===== config.mk =====
export PLATFORM = sky130hd
export DESIGN_NAME = sir_ctrl_port
export DESIGN_NICKNAME = d
export VERILOG_FILES = /design/src/rtl/sir_pkg.sv /design/src/rtl/sir_shift.sv /design/src/rtl/sir_regfile.sv /design/src/rtl/sir_readout.sv /design/src/rtl/sir_ctrl_port.sv
export SDC_FILE = /design/constraint.sdc
export NUM_CORES = 1
export LEC_CHECK = 0
export ABC_CLOCK_PERIOD_IN_PS = 4500
export BUFFER_PORTS_ARGS = -buffer_cell sky130_fd_sc_hd__buf_2
export CORE_MARGIN = 8
export CORE_UTILIZATION = 45
export DETAILED_ROUTE_END_ITERATION = 10
export HOLD_SLACK_MARGIN = 0.15
export RECOVER_POWER = 50
export SETUP_SLACK_MARGIN = 0.4
export SLEW_MARGIN = 5
export SYNTH_ARGS = -nofsm -noshare
export SYNTH_HDL_FRONTEND = slang
export SYNTH_SLANG_ARGS = --single-unit

===== constraint.sdc =====
create_clock -name clk -period 4.5 [get_ports clk]
set_input_delay 0.9 -clock clk [delete_from_list [all_inputs] [get_ports clk]]
set_output_delay 0.9 -clock clk [all_outputs]
set_load 0.01 [all_outputs]

===== src/rtl/sir_pkg.sv =====
package sir_pkg;
    localparam int DEV_W   = 2;
    localparam int CMD_W   = 4;
    localparam int DW      = 10;
    localparam int FRAME_W = DEV_W + CMD_W + DW;
    localparam int SEL_W   = CMD_W - 1;
    localparam int NREG    = 1 << SEL_W;
    localparam int CNT_W   = $clog2(DW + 1);

    // Bits each register actually keeps.
    function automatic logic [DW-1:0] field_mask(input logic [SEL_W-1:0] idx);
        case (idx)
            3'd0:       return DW'(10'h0D7);
            3'd1:       return DW'(10'h001);
            3'd2, 3'd3: return DW'(10'h3FF);
            3'd4, 3'd5: return DW'(10'h0FF);
            3'd6:       return DW'(10'h035);
            default:    return '0;
        endcase
    endfunction

    // Power-on value of each register.
    function automatic logic [DW-1:0] reset_value(input logic [SEL_W-1:0] idx);
        case (idx)
            3'd2, 3'd3: return DW'(64);
            3'd4, 3'd5: return DW'(80);
            default:    return '0;
        endcase
    endfunction
endpackage


===== src/rtl/sir_shift.sv =====
module sir_shift
    import sir_pkg::*;
(
    input  logic               clk,
    input  logic               rst_n,
    input  logic               shift_en,
    input  logic               bit_in,
    output logic [FRAME_W-1:0] frame_o
);
    logic [FRAME_W-1:0] frame_d, frame_q;

    always_comb begin
        frame_d = frame_q;
        if (shift_en) frame_d = {frame_q[FRAME_W-2:0], bit_in};
    end

    always_ff @(posedge clk or negedge rst_n) begin
        if (!rst_n) frame_q <= '0;
        else        frame_q <= frame_d;
    end

    assign frame_o = frame_q;

    // the newest serial bit lands in the LSB
    p_shift_in_r1: assert property (@(posedge clk) disable iff (!rst_n)
        shift_en |=> frame_o[0] == $past(bit_in));
endmodule


===== src/rtl/sir_regfile.sv =====
module sir_regfile
    import sir_pkg::*;
(
    input  logic                      clk,
    input  logic                      rst_n,
    input  logic                      wr_en,
    input  logic [SEL_W-1:0]          wr_sel,
    input  logic [DW-1:0]             wr_data,
    input  logic [SEL_W-1:0]          rd_sel,
    output logic [DW-1:0]             rd_data,
    output logic [NREG-1:0][DW-1:0]   regs_o
);
    logic [NREG-1:0][DW-1:0] regs_d, regs_q;

    always_comb begin
        regs_d = regs_q;
        if (wr_en) regs_d[wr_sel] = wr_data & field_mask(wr_sel);
    end

    for (genvar g = 0; g < NREG; g++) begin : g_reg
        always_ff @(posedge clk or negedge rst_n) begin
            if (!rst_n) regs_q[g] <= reset_value(SEL_W'(g));
            else        regs_q[g] <= regs_d[g];
        end
    end

    assign rd_data = regs_q[rd_sel];
    assign regs_o  = regs_q;

    // undefined bits never read back as one
    p_reserved_zero_r9: assert property (@(posedge clk) disable iff (!rst_n)
        (rd_data & ~field_mask(rd_sel)) == '0);
endmodule


===== src/rtl/sir_readout.sv =====
module sir_readout
    import sir_pkg::*;
(
    input  logic          clk,
    input  logic          rst_n,
    input  logic          load,
    input  logic [DW-1:0] load_data,
    input  logic          shift_en,
    output logic          busy,
    output logic          dout
);
    typedef struct packed {
        logic [DW-1:0]    sh;
        logic [CNT_W-1:0] cnt;
    } ro_t;

    ro_t ro_d, ro_q;

    always_comb begin
        ro_d = ro_q;
        if (load) begin
            ro_d.sh  = load_data;
            ro_d.cnt = CNT_W'(DW);
        end else if (shift_en && ro_q.cnt != '0) begin
            ro_d.sh  = {ro_q.sh[DW-2:0], 1'b0};
            ro_d.cnt = ro_q.cnt - 1'b1;
        end
    end

    always_ff @(posedge clk or negedge rst_n) begin
        if (!rst_n) ro_q <= '0;
        else        ro_q <= ro_d;
    end

    assign busy = (ro_q.cnt != '0);
    assign dout = busy & ro_q.sh[DW-1];

    // the MSB is presented right after the load
    p_first_bit_r6: assert property (@(posedge clk) disable iff (!rst_n)
        load |=> (busy && dout == $past(load_data[DW-1])));
    // idle output is low
    p_idle_low_r10: assert property (@(posedge clk) disable iff (!rst_n)
        !busy |-> !dout);
endmodule


===== src/rtl/sir_ctrl_port.sv =====
module sir_ctrl_port
    import sir_pkg::*;
(
    input  logic        clk,
    input  logic        rst_n,
    input  logic        ser_clk,
    input  logic        ser_din,
    input  logic        ser_strobe,
    input  logic [1:0]  dev_strap,
    output logic        ser_dout,
    output logic        inclamp_pol,
    output logic        blkclamp_pol,
    output logic        samp_pol,
    output logic        odd_first,
    output logic [1:0]  out_dly,
    output logic        standby,
    output logic [9:0]  gain_even,
    output logic [9:0]  gain_odd,
    output logic [7:0]  black_even,
    output logic [7:0]  black_odd,
    output logic        test_en,
    output logic        test_stripe,
    output logic [1:0]  test_interval
);
    typedef struct packed {
        logic sclk;
        logic strb;
    } edge_t;

    edge_t ed_d, ed_q;

    logic                    sclk_rise, strb_rise;
    logic [FRAME_W-1:0]      frame;
    logic                    dev_match, is_read, rd_busy;
    logic [SEL_W-1:0]        sel;
    logic [DW-1:0]           rd_data;
    logic [NREG-1:0][DW-1:0] regs;
    logic                    wr_en, rd_load;

    always_comb begin
        ed_d.sclk = ser_clk;
        ed_d.strb = ser_strobe;
    end

    always_ff @(posedge clk or negedge rst_n) begin
        if (!rst_n) ed_q <= '0;
        else        ed_q <= ed_d;
    end

    assign sclk_rise = ser_clk & ~ed_q.sclk;
    assign strb_rise = ser_strobe & ~ed_q.strb;

    sir_shift u_shift (
        .clk     (clk),
        .rst_n   (rst_n),
        .shift_en(sclk_rise),
        .bit_in  (ser_din),
        .frame_o (frame)
    );

    assign dev_match = (frame[FRAME_W-1 -: DEV_W] == dev_strap);
    assign is_read   = frame[DW + CMD_W - 1];
    assign sel       = frame[DW +: SEL_W];
    assign wr_en     = strb_rise & dev_match & ~is_read & ~rd_busy;
    assign rd_load   = strb_rise & dev_match &  is_read & ~rd_busy;

    sir_regfile u_regs (
        .clk    (clk),
        .rst_n  (rst_n),
        .wr_en  (wr_en),
        .wr_sel (sel),
        .wr_data(frame[DW-1:0]),
        .rd_sel (sel),
        .rd_data(rd_data),
        .regs_o (regs)
    );

    sir_readout u_ro (
        .clk      (clk),
        .rst_n    (rst_n),
        .load     (rd_load),
        .load_data(rd_data),
        .shift_en (sclk_rise),
        .busy     (rd_busy),
        .dout     (ser_dout)
    );

    assign inclamp_pol   = regs[0][0];
    assign blkclamp_pol  = regs[0][1];
    assign samp_pol      = regs[0][2];
    assign odd_first     = regs[0][4];
    assign out_dly       = regs[0][7:6];
    assign standby       = regs[1][0];
    assign gain_even     = regs[2];
    assign gain_odd      = regs[3];
    assign black_even    = regs[4][7:0];
    assign black_odd     = regs[5][7:0];
    assign test_en       = regs[6][0];
    assign test_stripe   = regs[6][2];
    assign test_interval = regs[6][5:4];

    // a frame for another device leaves the file untouched
    p_foreign_frame_r3: assert property (@(posedge clk) disable iff (!rst_n)
        (strb_rise && !dev_match) |=> $stable(regs));
    // the file is frozen while a read transfer runs
    p_no_write_in_read_r7: assert property (@(posedge clk) disable iff (!rst_n)
        rd_busy |=> $stable(regs));
endmodule


==> results of run 1 <==
[layout make-up]
| class | instances | area (um2) |
|---|---|---|
| Fill cell | 1048 | 5771 |
| Sequential cell | 112 | 2810 |
| Multi-Input combinational cell | 292 | 1928 |
| Timing Repair Buffer | 60 | 300.3 |
| Clock buffer | 12 | 246.5 |
| Tap cell | 143 | 178.9 |
| Clock inverter | 4 | 30.03 |
| Inverter | 2 | 7.507 |
[registers in the layout (all words and copies together) (netlist names)]
signal           flops
ed_q                 2
u_regs.regs_o       80
u_ro.ro_q           14
u_shift.frame_o     16
[metal layers]
metal / GRT usage [%] / vias up / wire, um
li1: - / 1585 / -
met1: 22.93 / 1703 / 5819
met2: 26.47 / 78 / 5766
met3: 4.384 / 15 / 598
met4: 5.636 / 0 / 217
met5: 0 / - / 0
[cells in the mapped netlist]
cell type,n
a211o_1,3
a211oi_1,4
a21oi_1,8
a221o_1,1
a221oi_1,3
a22o_1,4
a22oi_1,9
a2bb2oi_1,1
a31oi_1,3
and2_0,1
and2_1,26
and3_1,1
buf_1,6
buf_2,6
buf_4,40
clkbuf_1,12
dfrtp_1,106
dfstp_2,6
ha_1,2
inv_1,2
mux2_2,31
mux2i_1,13
mux4_2,5
nand2_1,62
nand2b_1,3
nand3_1,9
nand3_2,2
nor2_1,15
nor2b_1,21
nor3_1,3
nor4_1,1
nor4_4,1
o21a_1,2
o21ai_0,52
o31ai_1,1
or3b_1,1
or3b_2,1
xnor2_1,1
xor2_1,2
[cells by family (layout without fill, tap and decap cells)]
| group | after synthesis | count (layout) | share of synthesized area (%) |
|---|---|---|---|
| xor gates and xnor gates | 3 | 3 | 0.5109 |
| muxes | 49 | 49 | 11.51 |
| buffers and inverters | 66 | 78 | 7.881 |
| AOI/OAI and AO/OA | 91 | 91 | 10.61 |
| adders and majority gates | 2 | 2 | 0.4864 |
| DFF | 112 | 112 | 54.63 |
| and+or+nand+nor | 147 | 147 | 14.38 |
[per-stage QoR]
step | utilization (%) | hold WS, ns | std cells | instance area (um2)
2_1_floorplan | - | 0.4477 | 470 | 5144
3_3_place_gp | 46.51 | 0.4644 | 609 | 5243
3_5_place_dp | 46.51 | 0.4705 | 609 | 5243
4_1_cts | 48.96 | 0.4695 | 625 | 5519
5_1_grt | 48.81 | 0.4970 | 625 | 5502
6_report | 48.81 | 0.4861 | 625 | 5502
[worst min path at each step]
stage / end / slack (ns) / cells past startpoint
2_1_floorplan: u_regs.regs_o[67] / 0.45 / 1
3_3_place_gp: u_regs.regs_o[9] / 0.46 / 1
3_5_place_dp: u_regs.regs_o[3] / 0.47 / 1
4_1_cts: u_regs.regs_o[61] / 0.47 / 1
5_1_grt: u_regs.regs_o[16] / 0.50 / 1
6_report: u_regs.regs_o[14] / 0.49 / 1
[critical path, delay by kind of cell (launching register included)]
family / cells / cell delay (ns)
AND/OR/NAND/NOR: 3 / 1.69
multiplexers: 1 / 0.48
flip-flops: 1 / 0.41
adder cells (fa/ha/maj): 1 / 0.16
buffers and inverters: 1 / 0.10
[where the power goes]
group          internal [W]  switching, W
registers           0.00114      0.000126
logic              0.000278      0.000473
clock network      0.000393      0.000367
total               0.00181      0.000966
==> metrics.yaml, run 1 <==
routing:
  ant_nets: 0
  remaining_drc_errors: 0
  drt_wl_total_mm: 12.40
  vias: 3381
  drt_iter0_drc: 206
  viasPerCell: 5.410
  avgRoutedWirePerCell_um: 19.84
  first_pass_iters: 4
clock_network:
  cts_tree: "built"
  cts.clk_slew.worst_paths_ns: 0.08
  cts.sinks: 112
  cts-resized-gates: 0
  insertion_delay_ns: 0.35
  clock_path_buffers: 2
  htreeDepth: 3
  cts-root-buf: "clkbuf_16"
  post_cts_buffers: 0
  numCtsBuffers: 9
  cts_hold_buf: 0
synth:
  syn-instance-count: 470
  synth.distinct_cells: 39
  synth_top_area_share_pct: 51.57
  synth_top_area_cell: "dfrtp_1"
  ys_seq_area_share_pct: 54.63
  ys_ff_latch: 112
  synth.area.top_cells: "dfrtp_1, mux2_2, buf_4"
  synth_area_um2: 5144
  synth_nets: 479
  synth.avg_cell_area_um2: 10.94
  yosys_warnings: 0
critical_path:
  critPathKind: "register to register"
  crit_start: "u_ro.ro_q[0]"
  critical_path_required_ns: 4.74
  r2r-start: "u_ro.ro_q[0]"
  cp.arrival_ns: 3.19
  cp_max_fo: 17
  r2r_end: "u_regs.regs_o[53]"
  reg2reg_slack_ns: 1.55
  crit_path_max_incr_delay_ns: 0.65
  reg2reg_depth: 6
  start_kind: "register"
  crit_slowest_cell: "nand3_1"
  critPathCaptureType: "register"
  crit_chain: "inv_1, ha_1, or3b_1, nor4_4, nand3_1, mux2_2"
  crit_end: "u_regs.regs_o[53]"
layout:
  finalNetCount: 486
  drive_gt1_share_pct: 23.24
  syn_to_final_growth_pct: 6.957
  final_cell_mix: "dfrtp_1, nand2_1, o21ai_0, buf_2, mux2_2"
  layout_commonest_cell: "dfrtp_1"
  diodes: 0
timing:
  hold_violations: 0
  relSlewSlack_pct: -2.073
  fmax_mhz: 339.3
  setup_viol: 0
  fin_crit_sh_pct: 65.49
  rsz0062_at_grt: "false"
  drv_slew: 28
  worst_pin_slew_ns: 1.531
  worst_slack_ns: 1.553
  finalClockSkew_ns: 0.01102
  setup_tns_ns: 0
  finalCriticalPeriod_ns: 2.947
hold_path:
  hold_path_class: "register to register"
  min_from: "u_regs.regs_o[14]"
placement:
  dp_hpwl_mm: 8.556
  dp_slack_ns: 1.462
  gp_congestion: 0.8051
  place.port_buffers: 54
die:
  die_h_um: 122.9
  initial_core_util_pct: 45.63
  die_w_um: 122.9
  die_area_um2: 15110
  core_um2: 11270
  ioPinCount: 55
  rows: 39
outcome:
  violations: "max-capacitance violations, max-slew violations"
  status: "complete, but fails checks"
global_routing:
  grt_pass1_vias: 3487
  gr-total-overflow: 0
  antenna_found_initial: 0
  grt_pass1_wl_mm: 19.62
  grt_usage_pct: 17.06
  grt_max_degree: 49
power:
  ir_drop_uv: 270.3
  totalPowerFinal_w: 0.002781
  power_density_nw_per_um2: 505.4
  leakage_nw: 2.632
flow_run:
  maxCapViolations: 1
Note: power is estimated with default switching activity, not from simulation.
==> inputs of run 2 (changes only) <==
- ABC_CLOCK_PERIOD_IN_PS: 4500 -> 2600
- PLACE_DENSITY: unset -> 0.66
- clock period: 4.5 -> 2.6 ns (I/O delays scaled with it)
==> metrics.yaml, run 2 (synthesis results as in run 1) <==
timing:
  finalClockSkew_ns: 0.004778  # -0.006241 ns
  finalCriticalPeriod_ns: 2.173
  drv_slew: 0  # -100%
  setup_viol: 0  # unchanged
  fmax_mhz: 460.3
  setup_tns_ns: 0  # unchanged
  relSlewSlack_pct: 26.23  # +28 points
  worst_pin_slew_ns: 1.107  # -0.4246 ns
  hold_violations: 0  # unchanged
  fin_crit_sh_pct: 83.57
  rsz0062_at_grt: "false"
die:
  die_w_um: 122.9  # unchanged
  core_um2: 11270  # unchanged
  die_h_um: 122.9  # unchanged
  initial_core_util_pct: 45.63  # unchanged
  die_area_um2: 15110  # unchanged
  ioPinCount: 55  # unchanged
  rows: 39  # unchanged
clock_network:
  insertion_delay_ns: 0.35  # about the same
  cts_hold_buf: 0  # unchanged
  htreeDepth: 3  # unchanged
  cts.clk_slew.worst_paths_ns: 0.07  # about the same
  clock_path_buffers: 2  # unchanged
  cts_tree: "built"
  cts.sinks: 112  # unchanged
  cts-root-buf: "clkbuf_16"
  numCtsBuffers: 9  # unchanged
critical_path:
  cp.arrival_ns: 1.65  # -1.54 ns
  critPathKind: "register to output pin"
  reg2reg_slack_ns: 0.47  # -1.08 ns
  critPathCaptureType: "output pin"
  reg2reg_depth: 8  # +2
  r2r_end: "u_ro.ro_q[13]"
  r2r-start: "u_ro.ro_q[1]"
  start_kind: "register"
  critical_path_required_ns: 2.08  # -2.66 ns
  cp_max_fo: 5  # -12
routing:
  viasPerCell: 5.359  # -0.94%
  avgRoutedWirePerCell_um: 19.16  # -3.4%
  remaining_drc_errors: 0  # unchanged
  ant_nets: 0  # unchanged
  drt_iter0_drc: 263  # +28%
  first_pass_iters: 5  # +1
  drt_wl_total_mm: 12.44  # +0.27%
  vias: 3478  # +2.9%
global_routing:
  grt_max_degree: 41  # -16%
  grt_pass1_wl_mm: 20.37  # +3.8%
  gr-total-overflow: 0  # unchanged
  antenna_found_initial: 0  # unchanged
  grt_usage_pct: 17.56  # +0.50 points
  grt_pass1_vias: 3755  # +7.7%
placement:
  gp_congestion: 0.8635  # +7.3%
  place.port_buffers: 54  # unchanged
  place_area_um2: 5395  # +2.9%
  dp_hpwl_mm: 8.766  # +2.5%
hold_path:
  hold_path_class: "input port to async pin"
layout:
  finalNetCount: 510  # +4.9%
  drive_gt1_share_pct: 29.25  # +6.0 points
  diodes: 0  # unchanged
  syn_to_final_growth_pct: 12.97
  final_cell_mix: "dfrtp_1, nand2_1, o21ai_0, buf_2, mux2_2"
  fin_area_um2: 5811  # +5.6%
  largest_reg_flops: 80  # unchanged
  layout_commonest_cell: "dfrtp_1"
power:
  ir_drop_uv: 671.2  # +150%
  switchingPower_w: 0.001721  # +78%
  combinationalPowerShare_pct: 29.6  # +2.6 points
  p_clk_share_pct: 28.0  # +0.7 points
  power_density_nw_per_um2: 894.9  # +77%
  sw_frac_of_total_pct: 33.09  # -1.7 points
  leakage_nw: 2.792  # +6.1%
  p_int_w: 0.003479  # +92%
  p_seq_share_pct: 42.4  # -3.3 points
outcome:
  status: "finished clean"
flow_run:
  maxCapViolations: 0  # -1
run 2: changes by cell type in the layout (fill, tap and decap cells not counted), moves of 2 or more:
cell / before / now
buf_4: 4 / 23
clkbuf_8: 1 / 4
nand3_1: 9 / 6
nand3_4: 0 / 3
and2_1: 26 / 24
and2_4: 0 / 2
buf_6: 0 / 2
clkinv_4: 2 / 0
inv_1: 2 / 0
inv_2: 0 / 2
run 2: timing repair:
| item | CTS | global route |
|---|---|---|
| setup endpoints to repair | 57 | 37 |
| resized for setup | 12 | 6 |
| cloned | 0 | 1 |
| pin swaps | 1 | 4 |
| setup buffers | 3 | 4 |
run 2: power groups by stage:
stage | sequential [W] | combinational (W) | clock [W]
floorplan | 0.00216 | 0.000951 | 0
global placement | 0.00222 | 0.00139 | 0
detailed placement | 0.00222 | 0.00142 | 0
CTS | 0.00220 | 0.00150 | 0.00147
global route | 0.00224 | 0.00170 | 0.00153
finish | 0.00220 | 0.00154 | 0.00146
run 2: stage by stage:
step,utilization [%],total power (W),instances,setup slack (ns),hold WS [ns]
after floorplan,-,0.003109,470,0.3881,0.2244
after global placement,47.86,0.003612,625,0.2205,0.4649
after detailed placement,47.86,0.003639,625,0.1199,0.4695
after CTS,51.30,0.005173,644,0.3973,0.1505
after global routing,51.55,0.005466,649,0.3878,0.1625
final,51.55,0.005200,649,0.4273,0.1246
run 2: worst max-delay path: stages (launching register included):
cell	delay [ns]
dfrtp_1	0.40
inv_2	0.09
ha_4	0.13
or3b_4	0.41
and2_4	0.18
buf_6	0.11
run 2: worst max-delay path by stage:
stage                 start                end  slack [ns]
3_3_place_gp   u_ro.ro_q[0]      u_ro.ro_q[11]        0.22
2_1_floorplan  u_ro.ro_q[0]  u_regs.regs_o[40]        0.39
4_1_cts        u_ro.ro_q[0]      u_ro.ro_q[13]        0.40
6_report       u_ro.ro_q[1]           ser_dout        0.43
3_5_place_dp   u_ro.ro_q[0]      u_ro.ro_q[11]        0.12
5_1_grt        u_ro.ro_q[1]           ser_dout        0.39
run 2: per-layer routing:
metal	routed length, um	GRT usage, %	up-vias
met1	5573	23.23	1742
met5	0	0	-
met4	210	6.626	0
li1	-	-	1634
met2	6013	28.24	86
met3	637	3.288	16
run 2: cell type report:
class / count / area, um2
fillers: 991 / 5461
flip-flops and latches: 112 / 2810
multi-input cells: 292 / 2002
repair buffers: 84 / 493.0
clock buffers: 14 / 284.0
well taps: 143 / 178.9
clock inverters: 2 / 35.03
inverters: 2 / 7.507
==> inputs of run 3 (changes only) <==
- ABC_CLOCK_PERIOD_IN_PS: 2600 -> 1850
- clock period: 2.6 -> 1.85 ns (I/O delays scaled with it)
==> metrics.yaml, run 3 (synthesis results as in run 1) <==
outcome:
  status: "complete, but fails checks"
  violations: "negative setup slack"
layout:
  layout_commonest_cell: "dfrtp_1"
  fillers: 857  # -14%
  fin_area_um2: 6872  # +18%
  stdcell_count: 697  # +7.4%
  final_cell_mix: "dfrtp_1, buf_2, buf_4, mux2_2, nand2_2"
  drive_gt1_share_pct: 54.87  # +26 points
  ff_latch_area_um2: 2810  # unchanged
  largest_reg_flops: 80  # unchanged
  finalNetCount: 558  # +9.4%
  syn_to_final_growth_pct: 33.59
  multi_input_area_um2: 2456  # +23%
  diodes: 0  # unchanged
placement:
  gp_congestion: 0.8838  # +2.4%
  dp_slack_ns: -0.3443  # -0.4643 ns
  place.port_buffers: 54  # unchanged
  dp_hpwl_mm: 9.307  # +6.2%
  place_area_um2: 5680  # +5.3%
  dp.cells: 658  # +5.3%
power:
  sw_frac_of_total_pct: 35.62  # +2.5 points
  ir_drop_uv: 595.7  # -11%
  switchingPower_w: 0.002828  # +64%
  p_seq_share_pct: 39.5  # -2.9 points
  power_density_nw_per_um2: 1155  # +29%
  leakage_nw: 3.240  # +16%
  p_int_w: 0.005110  # +47%
  p_clk_share_pct: 24.8  # -3.2 points
  combinationalPowerShare_pct: 35.7  # +6.1 points
timing:
  hold_violations: 0  # unchanged
  relSlewSlack_pct: 44.52  # +18 points
  fin_crit_sh_pct: 114.5
  rsz0062_at_grt: "true"
  hold_ws_ns: 0.2512  # +0.1266 ns
  worst_slack_ns: -0.2676  # -0.6949 ns
  fmax_mhz: 472.2
  drv_slew: 0  # unchanged
  worst_pin_slew_ns: 0.8323  # -0.2742 ns
  finalCriticalPeriod_ns: 2.118
  setup_tns_ns: -14.21  # -14.21 ns
  setup_viol: 93  # +93
  finalClockSkew_ns: 0.007512  # +0.002734 ns
die:
  rows: 39  # unchanged
  die_h_um: 122.9  # unchanged
  core_um2: 11270  # unchanged
  die_area_um2: 15110  # unchanged
  initial_core_util_pct: 45.63  # unchanged
  die_w_um: 122.9  # unchanged
  ioPinCount: 55  # unchanged
routing:
  drt_iter0_drc: 271  # +3.0%
  drt_wl_total_mm: 14.67  # +18%
  avgRoutedWirePerCell_um: 21.05  # +9.9%
  vias: 3854  # +11%
  ant_nets: 0  # unchanged
  first_pass_iters: 5  # unchanged
  viasPerCell: 5.529  # +3.2%
  remaining_drc_errors: 0  # unchanged
critical_path:
  cp_max_fo: 2  # -3
  reg2reg_slack_ns: -0.25  # -0.72 ns
  critPathCaptureType: "output pin"
  critPathKind: "register to output pin"
  r2r_end: "u_ro.ro_q[12]"
  r2r-start: "u_ro.ro_q[0]"
  reg2reg_depth: 10  # +2
  cp.arrival_ns: 1.75  # +0.10 ns
  critical_path_required_ns: 1.48  # -0.60 ns
  start_kind: "register"
clock_network:
  cts-root-buf: "clkbuf_16"
  cts.sinks: 112  # unchanged
  insertion_delay_ns: 0.35  # about the same
  cts_tree: "built"
  numCtsBuffers: 9  # unchanged
  htreeDepth: 3  # unchanged
  cts.clk_slew.worst_paths_ns: 0.07  # about the same
  clock_path_buffers: 2  # unchanged
hold_path:
  min_from: "ser_din"
  holdPathEnd: "u_shift.frame_o[0]"
  hold_path_class: "input port to register"
  holdPathStages: 2
global_routing:
  grt_pass1_wl_mm: 22.43  # +10%
  antenna_found_initial: 0  # unchanged
  grt_max_degree: 45  # +9.8%
  grt_pass1_vias: 3997  # +6.4%
  grt_usage_pct: 19.52  # +2.0 points
  gr-total-overflow: 0  # unchanged
flow_run:
  maxCapViolations: 0  # unchanged
==> run 3: cell count changes in the layout (fill, tap and decap cells not counted), moves of 6 or more <==
cell / previous run / this run
and2_1: 24 / 0
and2_4: 2 / 26
buf_12: 1 / 7
buf_4: 23 / 36
buf_6: 2 / 25
clkbuf_1: 11 / 3
nand2_1: 61 / 20
nand2_2: 0 / 29
nand2_4: 1 / 13
o21ai_0: 52 / 6
o21ai_1: 0 / 21
o21ai_2: 0 / 24
==> run 3: cell type report <==
| type | count | share of cell area, % |
|---|---|---|
| Tap cell | 143 | 2.604 |
| Clock inverter | 4 | 0.7830 |
| Multi-Input combinational cell | 292 | 35.74 |
| Timing Repair Buffer | 132 | 16.28 |
| Clock buffer | 12 | 3.587 |
| Sequential cell | 112 | 40.90 |
| Inverter | 2 | 0.1092 |
==> run 3: layer usage <==
metal	global-route usage [%]	vias up	wire length, um
met5	0	-	0
met4	8.682	0	330
met3	4.612	27	755
met2	31.09	130	7360
met1	24.96	1954	6228
li1	-	1743	-
==> run 3: worst max path at each step <==
stage / endpoint / from / slack [ns] / cells past startpoint
after global placement: u_ro.ro_q[8] / u_ro.ro_q[0] / -0.27 / 9
after floorplan: u_regs.regs_o[40] / u_ro.ro_q[0] / -0.36 / 9
after detailed placement: u_ro.ro_q[8] / u_ro.ro_q[1] / -0.34 / 9
final: ser_dout / u_ro.ro_q[0] / -0.27 / 6
after global routing: u_ro.ro_q[8] / u_ro.ro_q[0] / -0.32 / 9
after CTS: ser_dout / u_ro.ro_q[0] / -0.25 / 6
==> run 3: worst max-delay path, cell delays in order, from the launching register on <==
cell     delay, ns
dfrtp_1       0.40
inv_2         0.09
ha_4          0.13
or3b_4        0.40
buf_6         0.13
and2_4        0.15
buf_6         0.11
==> run 3: power by group through the flow <==
stage / Sequential [W] / Clock (W) / Combinational [W]
final: 0.00314 / 0.00197 / 0.00284
after global routing: 0.00317 / 0.00208 / 0.00304
after CTS: 0.00310 / 0.00198 / 0.00265
after detailed placement: 0.00313 / 0 / 0.00230
after global placement: 0.00311 / 0 / 0.00227
after floorplan: 0.00303 / 0 / 0.00135
==> run 3: timing repair <==
action,in CTS,in global routing
setup endpoints to repair,95,95
resized for setup,164,69
cloned,8,1
setup buffers,6,5
pin swaps,52,13
hold buffers,3,0
endpoints found under the hold margin,30,0
==> run 3: through the flow <==
| step | power (W) | util (%) |
|---|---|---|
| finish | 0.007938 | 60.96 |
| detailed placement | 0.005427 | 50.39 |
| global placement | 0.005382 | 50.39 |
| CTS | 0.007739 | 58.40 |
| global route | 0.008301 | 60.96 |
| floorplan | 0.004380 | - |
